`src/rtl/lsw_pkg.sv`:
```
package lsw_pkg;
  localparam int FRAME_W_DEF = 16;
  localparam int NUM_HS_DEF  = 4;
  localparam int NUM_LS_DEF  = 8;

  typedef enum logic [1:0] {
    FRM_OUT = 2'b00,
    FRM_DIR = 2'b01,
    FRM_SNS = 2'b10,
    FRM_RSV = 2'b11
  } frm_kind_e;

  typedef enum logic [1:0] {
    SNS_LO  = 2'b00,
    SNS_HI  = 2'b01,
    SNS_SUM = 2'b10,
    SNS_KEEP = 2'b11
  } sns_code_e;
endpackage

```
`src/rtl/lsw_sync.sv`:
```
module lsw_sync #(
  parameter int           W       = 1,
  parameter int           STAGES  = 2,
  parameter logic [W-1:0] RST_VAL = '0
) (
  input  logic         clk,
  input  logic         rst_n,
  input  logic [W-1:0] d,
  output logic [W-1:0] q
);
  logic [W-1:0] stg_q [STAGES];

  always_ff @(posedge clk or negedge rst_n) begin
    if (!rst_n) begin
      for (int i = 0; i < STAGES; i++) stg_q[i] <= RST_VAL;
    end else begin
      stg_q[0] <= d;
      for (int i = 1; i < STAGES; i++) stg_q[i] <= stg_q[i-1];
    end
  end

  assign q = stg_q[STAGES-1];
endmodule

```
`src/rtl/lsw_spi_rx.sv`:
```
module lsw_spi_rx #(
  parameter int FRAME_W = lsw_pkg::FRAME_W_DEF
) (
  input  logic               clk,
  input  logic               rst_n,
  input  logic               sclk_i,
  input  logic               cs_n_i,
  input  logic               mosi_i,
  output logic               frm_vld_o,
  output logic [FRAME_W-1:0] frm_data_o
);
  localparam int               CNT_W    = $clog2(FRAME_W + 2);
  localparam logic [CNT_W-1:0] CNT_FULL = CNT_W'(FRAME_W);
  localparam logic [CNT_W-1:0] CNT_SAT  = CNT_W'(FRAME_W + 1);

  logic               sclk_d_q, cs_d_q;
  logic [CNT_W-1:0]   cnt_q, cnt_d;
  logic [FRAME_W-1:0] sh_q, sh_d;
  logic               sclk_rise, cs_rise, sh_en;

  assign sclk_rise = sclk_i & ~sclk_d_q;
  assign cs_rise   = cs_n_i & ~cs_d_q;
  assign sh_en     = ~cs_n_i & sclk_rise;

  always_comb begin
    cnt_d = cnt_q;
    sh_d  = sh_q;
    if (cs_n_i) begin
      cnt_d = '0;
    end else if (sh_en) begin
      sh_d = {sh_q[FRAME_W-2:0], mosi_i};
      if (cnt_q != CNT_SAT) cnt_d = cnt_q + 1'b1;
    end
  end

  always_ff @(posedge clk or negedge rst_n) begin
    if (!rst_n) begin
      sclk_d_q <= 1'b0;
      cs_d_q   <= 1'b1;
      cnt_q    <= '0;
      sh_q     <= '0;
    end else begin
      sclk_d_q <= sclk_i;
      cs_d_q   <= cs_n_i;
      cnt_q    <= cnt_d;
      if (sh_en) sh_q <= sh_d;
    end
  end

  assign frm_vld_o  = cs_rise && (cnt_q == CNT_FULL);
  assign frm_data_o = sh_q;


  idle_count_clear_chk: assert property (@(posedge clk) disable iff (!rst_n)
    (cs_n_i && cs_d_q) |=> (cnt_q == '0));
endmodule

```
`src/rtl/lsw_cfg_regs.sv`:
```
module lsw_cfg_regs
  import lsw_pkg::*;
#(
  parameter int FRAME_W = FRAME_W_DEF,
  parameter int NUM_HS  = NUM_HS_DEF,
  parameter int NUM_LS  = NUM_LS_DEF
) (
  input  logic               clk,
  input  logic               rst_n,
  input  logic               frm_vld_i,
  input  logic [FRAME_W-1:0] frm_data_i,
  input  logic               fs_req_i,
  output logic [NUM_HS-1:0]  spi_hs_o,
  output logic [NUM_LS-1:0]  spi_ls_o,
  output logic [NUM_HS-1:0]  hs_den_o,
  output logic [NUM_LS-1:0]  ls_mask_o,
  output logic [1:0]         sns01_o,
  output logic [1:0]         sns23_o,
  output logic               fs_o
);
  localparam int LS_LSB   = NUM_HS;
  localparam int KIND_LSB = FRAME_W - 2;

  frm_kind_e         kind;
  logic              ld_out, ld_dir, ld_sns, ld_any;
  logic [NUM_HS-1:0] spi_hs_q, hs_den_q;
  logic [NUM_LS-1:0] spi_ls_q, ls_mask_q;
  logic [1:0]        sns01_q, sns01_d, sns23_q, sns23_d;
  logic              fs_q, fs_d;

  assign kind   = frm_kind_e'(frm_data_i[KIND_LSB +: 2]);
  assign ld_out = frm_vld_i && (kind == FRM_OUT);
  assign ld_dir = frm_vld_i && (kind == FRM_DIR);
  assign ld_sns = frm_vld_i && (kind == FRM_SNS);
  assign ld_any = ld_out | ld_dir | ld_sns;

  always_comb begin
    sns01_d = sns01_q;
    sns23_d = sns23_q;
    if (frm_data_i[1:0] != SNS_KEEP) sns01_d = frm_data_i[1:0];
    if (frm_data_i[3:2] != SNS_KEEP) sns23_d = frm_data_i[3:2];
    if (fs_req_i)    fs_d = 1'b1;
    else if (ld_any) fs_d = 1'b0;
    else             fs_d = fs_q;
  end

  always_ff @(posedge clk or negedge rst_n) begin
    if (!rst_n) begin
      spi_hs_q  <= '0;
      spi_ls_q  <= '0;
      hs_den_q  <= '0;
      ls_mask_q <= '0;
      sns01_q   <= SNS_LO;
      sns23_q   <= SNS_LO;
      fs_q      <= 1'b0;
    end else begin
      if (ld_out) begin
        spi_hs_q <= frm_data_i[0 +: NUM_HS];
        spi_ls_q <= frm_data_i[LS_LSB +: NUM_LS];
      end
      if (ld_dir) begin
        hs_den_q  <= frm_data_i[0 +: NUM_HS];
        ls_mask_q <= frm_data_i[LS_LSB +: NUM_LS];
      end
      if (ld_sns) begin
        sns01_q <= sns01_d;
        sns23_q <= sns23_d;
      end
      fs_q <= fs_d;
    end
  end

  assign spi_hs_o  = spi_hs_q;
  assign spi_ls_o  = spi_ls_q;
  assign hs_den_o  = hs_den_q;
  assign ls_mask_o = ls_mask_q;
  assign sns01_o   = sns01_q;
  assign sns23_o   = sns23_q;
  assign fs_o      = fs_q;


  out_frame_load_chk: assert property (@(posedge clk) disable iff (!rst_n)
    (frm_vld_i && frm_data_i[KIND_LSB +: 2] == 2'b00) |=>
      (spi_hs_q == $past(frm_data_i[0 +: NUM_HS]) &&
       spi_ls_q == $past(frm_data_i[LS_LSB +: NUM_LS])));

  no_frame_hold_chk: assert property (@(posedge clk) disable iff (!rst_n)
    !frm_vld_i |=> ($stable(spi_hs_q) && $stable(spi_ls_q) && $stable(hs_den_q) &&
                    $stable(ls_mask_q) && $stable(sns01_q) && $stable(sns23_q)));

  sense_code_legal_chk: assert property (@(posedge clk) disable iff (!rst_n)
    (sns01_q != 2'b11) && (sns23_q != 2'b11));

  rsv_frame_keeps_fs_chk: assert property (@(posedge clk) disable iff (!rst_n)
    (fs_q && frm_vld_i && frm_data_i[KIND_LSB +: 2] == 2'b11) |=> fs_q);
endmodule

```
`src/rtl/lsw_out_stage.sv`:
```
module lsw_out_stage #(
  parameter int                NUM_HS   = lsw_pkg::NUM_HS_DEF,
  parameter int                NUM_LS   = lsw_pkg::NUM_LS_DEF,
  parameter logic [NUM_HS-1:0] FS_FORCE = NUM_HS'(4'b0101)
) (
  input  logic              clk,
  input  logic              rst_n,
  input  logic [NUM_HS-1:0] spi_hs_i,
  input  logic [NUM_LS-1:0] spi_ls_i,
  input  logic [NUM_HS-1:0] hs_den_i,
  input  logic [NUM_LS-1:0] ls_mask_i,
  input  logic [NUM_HS-1:0] hs_dir_i,
  input  logic              ls_dir_i,
  input  logic              fs_i,
  output logic [NUM_HS-1:0] hs_en_o,
  output logic [NUM_LS-1:0] ls_en_o
);
  logic [NUM_HS-1:0] hs_d, hs_q;
  logic [NUM_LS-1:0] ls_d, ls_q;

  for (genvar g = 0; g < NUM_HS; g++) begin : g_hs
    assign hs_d[g] = spi_hs_i[g] | (hs_den_i[g] & hs_dir_i[g]) | (fs_i & FS_FORCE[g]);
  end

  for (genvar g = 0; g < NUM_LS; g++) begin : g_ls
    assign ls_d[g] = spi_ls_i[g] | (ls_mask_i[g] & ls_dir_i);
  end

  always_ff @(posedge clk or negedge rst_n) begin
    if (!rst_n) begin
      hs_q <= '0;
      ls_q <= '0;
    end else begin
      hs_q <= hs_d;
      ls_q <= ls_d;
    end
  end

  assign hs_en_o = hs_q;
  assign ls_en_o = ls_q;


  fs_force_chk: assert property (@(posedge clk) disable iff (!rst_n)
    fs_i |=> ((hs_q & FS_FORCE) == FS_FORCE));

  hs_direct_blocked_chk: assert property (@(posedge clk) disable iff (!rst_n)
    (!fs_i && hs_den_i == '0) |=> (hs_q == $past(spi_hs_i)));

  ls_direct_idle_chk: assert property (@(posedge clk) disable iff (!rst_n)
    !ls_dir_i |=> (ls_q == $past(spi_ls_i)));
endmodule

```
`src/rtl/load_switch_ctrl.sv`:
```
module load_switch_ctrl
  import lsw_pkg::*;
#(
  parameter int FRAME_W     = FRAME_W_DEF,
  parameter int NUM_HS      = NUM_HS_DEF,
  parameter int NUM_LS      = NUM_LS_DEF,
  parameter int SYNC_STAGES = 2
) (
  input  logic              clk,
  input  logic              rst_n,
  input  logic              spi_sclk,
  input  logic              spi_cs_n,
  input  logic              spi_mosi,
  input  logic [NUM_HS-1:0] hs_direct,
  input  logic              ls_direct,
  input  logic              fs_req,
  output logic [NUM_HS-1:0] hs_en,
  output logic [NUM_LS-1:0] ls_en,
  output logic [1:0]        sns01_sel,
  output logic [1:0]        sns23_sel
);
  localparam int DIR_W = NUM_HS + 2;

  logic               rst_ni;
  logic [2:0]         spi_s;
  logic [DIR_W-1:0]   dir_s;
  logic               frm_vld;
  logic [FRAME_W-1:0] frm_data;
  logic [NUM_HS-1:0]  spi_hs, hs_den;
  logic [NUM_LS-1:0]  spi_ls, ls_mask;
  logic               fs_act;

  lsw_sync #(.W(1), .STAGES(SYNC_STAGES), .RST_VAL(1'b0)) u_rst_sync (
    .clk(clk), .rst_n(rst_n), .d(1'b1), .q(rst_ni));

  lsw_sync #(.W(3), .STAGES(SYNC_STAGES), .RST_VAL(3'b010)) u_spi_sync (
    .clk(clk), .rst_n(rst_ni), .d({spi_sclk, spi_cs_n, spi_mosi}), .q(spi_s));

  lsw_sync #(.W(DIR_W), .STAGES(SYNC_STAGES), .RST_VAL('0)) u_dir_sync (
    .clk(clk), .rst_n(rst_ni), .d({fs_req, ls_direct, hs_direct}), .q(dir_s));

  lsw_spi_rx #(.FRAME_W(FRAME_W)) u_rx (
    .clk(clk), .rst_n(rst_ni),
    .sclk_i(spi_s[2]), .cs_n_i(spi_s[1]), .mosi_i(spi_s[0]),
    .frm_vld_o(frm_vld), .frm_data_o(frm_data));

  lsw_cfg_regs #(.FRAME_W(FRAME_W), .NUM_HS(NUM_HS), .NUM_LS(NUM_LS)) u_cfg (
    .clk(clk), .rst_n(rst_ni),
    .frm_vld_i(frm_vld), .frm_data_i(frm_data), .fs_req_i(dir_s[DIR_W-1]),
    .spi_hs_o(spi_hs), .spi_ls_o(spi_ls), .hs_den_o(hs_den), .ls_mask_o(ls_mask),
    .sns01_o(sns01_sel), .sns23_o(sns23_sel), .fs_o(fs_act));

  lsw_out_stage #(.NUM_HS(NUM_HS), .NUM_LS(NUM_LS)) u_out (
    .clk(clk), .rst_n(rst_ni),
    .spi_hs_i(spi_hs), .spi_ls_i(spi_ls), .hs_den_i(hs_den), .ls_mask_i(ls_mask),
    .hs_dir_i(dir_s[NUM_HS-1:0]), .ls_dir_i(dir_s[NUM_HS]), .fs_i(fs_act),
    .hs_en_o(hs_en), .ls_en_o(ls_en));


  reset_outputs_off_chk: assert property (@(posedge clk)
    !rst_ni |-> (hs_en == '0 && ls_en == '0 && sns01_sel == 2'b00 && sns23_sel == 2'b00));
endmodule

```
`config.mk`:
```
export PLATFORM = sky130hd
export DESIGN_NAME = load_switch_ctrl
export DESIGN_NICKNAME = d
export VERILOG_FILES = /design/src/rtl/lsw_pkg.sv /design/src/rtl/lsw_sync.sv /design/src/rtl/lsw_spi_rx.sv /design/src/rtl/lsw_cfg_regs.sv /design/src/rtl/lsw_out_stage.sv /design/src/rtl/load_switch_ctrl.sv
export SDC_FILE = /design/constraint.sdc
export NUM_CORES = 1
export LEC_CHECK = 0
export BUFFER_PORTS_ARGS = -buffer_cell sky130_fd_sc_hd__buf_4
export CAP_MARGIN = 20
export CORE_ASPECT_RATIO = 0.75
export CORE_MARGIN = 5
export CORE_UTILIZATION = 60
export DETAILED_ROUTE_END_ITERATION = 10
export PLACE_DENSITY = 0.76
export SLEW_MARGIN = 20
export SYNTH_ARGS = -nofsm -noshare
export SYNTH_HDL_FRONTEND = slang
export SYNTH_SLANG_ARGS = --single-unit
```
`constraint.sdc`:
```
create_clock -name clk -period 4.8 [get_ports clk]
set_input_delay 0.96 -clock clk [delete_from_list [all_inputs] [get_ports clk]]
set_output_delay 0.96 -clock clk [all_outputs]
set_load 0.02 [all_outputs]
```
==> impl_metrics.toml <==
[critical_path]
crit_fanout = 12
reg2reg_from = "u_rx.cnt_q[0]$_DFFE_PN0P_"
cp_num_buf_inv = 1
cp_data_arrival_time_ns = 2.24
path_delay_family = "simple AND/OR/NAND/NOR gates"
r2r_cells = 5
cp-endpoint = "u_cfg.spi_ls_o[0]$_DFFE_PN0P_"
endpoint_kind = "flip-flop"
cp_cell_sequence = "inv_1, ha_1, and4b_1, nand3_1, mux2_2"
critPathKind = "flip-flop to flip-flop"
path_depth = 5
startpoint_type = "flip-flop"
cp-startpoint = "u_rx.cnt_q[0]$_DFFE_PN0P_"
r2r_setup_slack_ns = 2.78
crit_path_top_delay_cell = "nand3_1"
crit_required_ns = 5.02
reg2reg_to = "u_cfg.spi_ls_o[0]$_DFFE_PN0P_"
max_stage_delay_ns = 0.49

[clocking]
cts_setup_buffers = 0
hold_buffers = 0
tritoncts.num_buffers = 9
cts-resized-gates = 0
cts_max_level = 3
cts-root-buf = "clkbuf_8"
clock_latency_ns = 0.34
tritoncts = "yes"
cts_sinks = 84
clk_path_buf_depth = 2
clkTransAtPathRegs_ns = 0.08

[global_route]
grt_pass1_vias = 1642
antenna_found_initial = 0
grt_start_max_net_pins = 83
grt_pass1_wl_um = 7859
track_usage = 0.1560
grt-ovfl-total = 0

[sta]
period_share = 0.4210
worst_slack_ns = 2.779
tightest_slew_ns = 0.8067
hold_viol_final = 0
fin_crit_ns = 2.021
slew_violations = 0
timing.slew.headroom = 0.4616
setup_tns_ns = 0
rsz0062_at_grt = "no"
max_freq_ghz = 0.4949
setup-violations-final = 0
fin_skew_ns = 0.006578

[status]
status = "complete, no violations"

[die]
ios = 27
row_count = 22
core_area_mm2 = 0.004872
start_util = 0.6181
dieArea_mm2 = 0.006551
die_w_um = 91.81
die_y_um = 71.36

[place]
place_hpwl_um = 2863
io_buffers = 26
place_congestion = 0.7117
place_ws_ns = 2.751

[detailed_routing]
ant_nets = 0
wire_per_inst_um = 15.49
drcViolationCount = 0
vias = 1558
routed_wl_um = 4447
drt_iter0_markers = 90
dr.pass1.iters = 4
via_per_inst = 5.429

[synthesis]
syn_avg_cell_area_um2 = 15.93
yosysSeqAreaShare = 0.6992
synthCells = 189
synth.distinct_cells = 31
synth-seq-cells = 84
syn-num-nets = 203
netlist_area_mm2 = 0.003012
ys_warn_count = 0

[layout]
layout-drive-gt1-share = 0.4053
area_growth_pct = 16.41
diodes = 0
nFillCells = 311
final_nets = 236
mostFrequentLayoutCells = "80 x dfrtp_1, 41 x mux2_2, 26 x buf_4, 11 x a21o_1, 11 x clkbuf_8"
final_common_cell = "dfrtp_1"

[power_and_ir_drop]
vdd_drop_max_mv = 0.2268
leakagePower_nw = 1.787
power_density_mw_per_mm2 = 400.3

[worst_hold_path]
hp-class = "flip-flop to async pin"

[job]
cap_violations = 0
## through the flow
stage	area (um2)	instances	util	power [W]	hold WS, ns
floorplan	3012	189	-	0.0008421	0.3312
global placement	3251	270	0.6672	0.0008650	0.3311
detailed placement	3251	270	0.6672	0.0008728	0.3347
CTS	3478	286	0.7139	0.001418	0.3520
global route	3506	287	0.7196	0.001470	0.2794
finish	3506	287	0.7196	0.001404	0.2375
## synth_stat cells
cell | number | area share
nor3_1 | 4 | 0.0066
o21ai_0 | 2 | 0.0033
mux2i_1 | 1 | 0.0033
nor3b_1 | 1 | 0.0025
dfstp_2 | 3 | 0.026
buf_2 | 1 | 0.0017
dfrtp_1 | 81 | 0.67
buf_6 | 1 | 0.0037
buf_4 | 2 | 0.0050
a21oi_1 | 4 | 0.0066
or3_1 | 2 | 0.0042
a211o_1 | 2 | 0.0058
a311o_2 | 1 | 0.0037
and4b_1 | 1 | 0.0033
clkbuf_1 | 1 | 0.0012
nor2_2 | 1 | 0.0021
or4b_4 | 1 | 0.0046
ha_1 | 3 | 0.012
nor2_1 | 4 | 0.0050
nand3_1 | 3 | 0.0050
conb_1 | 1 | 0.0012
or2_4 | 1 | 0.0029
mux2_2 | 41 | 0.15
o22a_1 | 4 | 0.012
nand4b_1 | 1 | 0.0029
nand4b_2 | 1 | 0.0050
nand3b_1 | 1 | 0.0025
a21o_1 | 11 | 0.027
nand2_1 | 3 | 0.0037
nand2b_1 | 3 | 0.0062
inv_1 | 3 | 0.0037
## layer usage
layer	wire length, um	part of all wire	global-route usage	vias up
li1	-	-	-	734
met1	1978	0.44	0.1994	792
met2	2234	0.50	0.2502	26
met3	197	0.044	0.05666	6
met4	37	0.0083	0.05437	0
met5	0	0	0	-
## cells by family (layout without fill, tap and decap cells)
| family | after synthesis | in the layout | synth area share |
|---|---|---|---|
| buffers and inverters | 8 | 46 | 0.01537 |
| muxes | 42 | 42 | 0.1566 |
| other | 1 | 1 | 0.001245 |
| DFF | 84 | 84 | 0.6992 |
| AOI/OAI and AO/OA | 24 | 24 | 0.05858 |
| and+or+nand+nor | 27 | 27 | 0.05650 |
| adders and majority gates | 3 | 3 | 0.01246 |
## where the power goes
part	internal, W	total (W)	switching (W)
registers	0.000751	0.000801	0.0000499
logic	0.0000369	0.0000599	0.0000230
clock network	0.000321	0.000543	0.000222
total	0.00111	0.00140	0.000295
## cell type report
| type | count | area [um2] | share of cell area |
|---|---|---|---|
| flip-flops and latches | 84 | 2110 | 0.6017 |
| multi-input cells | 97 | 859.6 | 0.2452 |
| repair buffers | 27 | 222.7 | 0.06353 |
| clock buffers | 12 | 155.1 | 0.04425 |
| well taps | 60 | 75.07 | 0.02141 |
| clock inverters | 4 | 72.57 | 0.02070 |
| inverters | 3 | 11.26 | 0.003212 |
## registers in the layout, summed over array words and instances (netlist names)
| signal | cells |
|---|---|
| u_spi_sync.q | 3 |
| u_dir_sync.stg_q | 6 |
| u_cfg.hs_den_o | 4 |
| u_rst_sync.q | 1 |
| u_cfg.sns01_o | 2 |
| u_cfg.fs_o | 1 |
| u_rst_sync.stg_q | 1 |
| u_dir_sync.q | 6 |
| u_out.ls_en_o | 8 |
| u_cfg.ls_mask_o | 8 |
| u_rx.cnt_q | 5 |
| u_rx.frm_data_o | 16 |
| u_spi_sync.stg_q | 3 |
| u_out.hs_en_o | 4 |
| u_cfg.sns23_o | 2 |
| u_rx.sclk_d_q | 1 |
| u_cfg.spi_ls_o | 8 |
| u_cfg.spi_hs_o | 4 |
| u_rx.cs_d_q | 1 |
## worst min path at each step
stage / end / slack (ns)
2_1_floorplan: u_dir_sync.q[0]$_DFF_PN0_ / 0.33
3_3_place_gp: u_dir_sync.q[4]$_DFF_PN0_ / 0.33
3_5_place_dp: u_spi_sync.q[0]$_DFF_PN0_ / 0.33
4_1_cts: u_spi_sync.q[0]$_DFF_PN0_ / 0.35
5_1_grt: u_out.hs_en_o[1]$_DFF_PN0_ / 0.28
6_report: u_out.hs_en_o[1]$_DFF_PN0_ / 0.24
(Power assumes the default switching activity.)
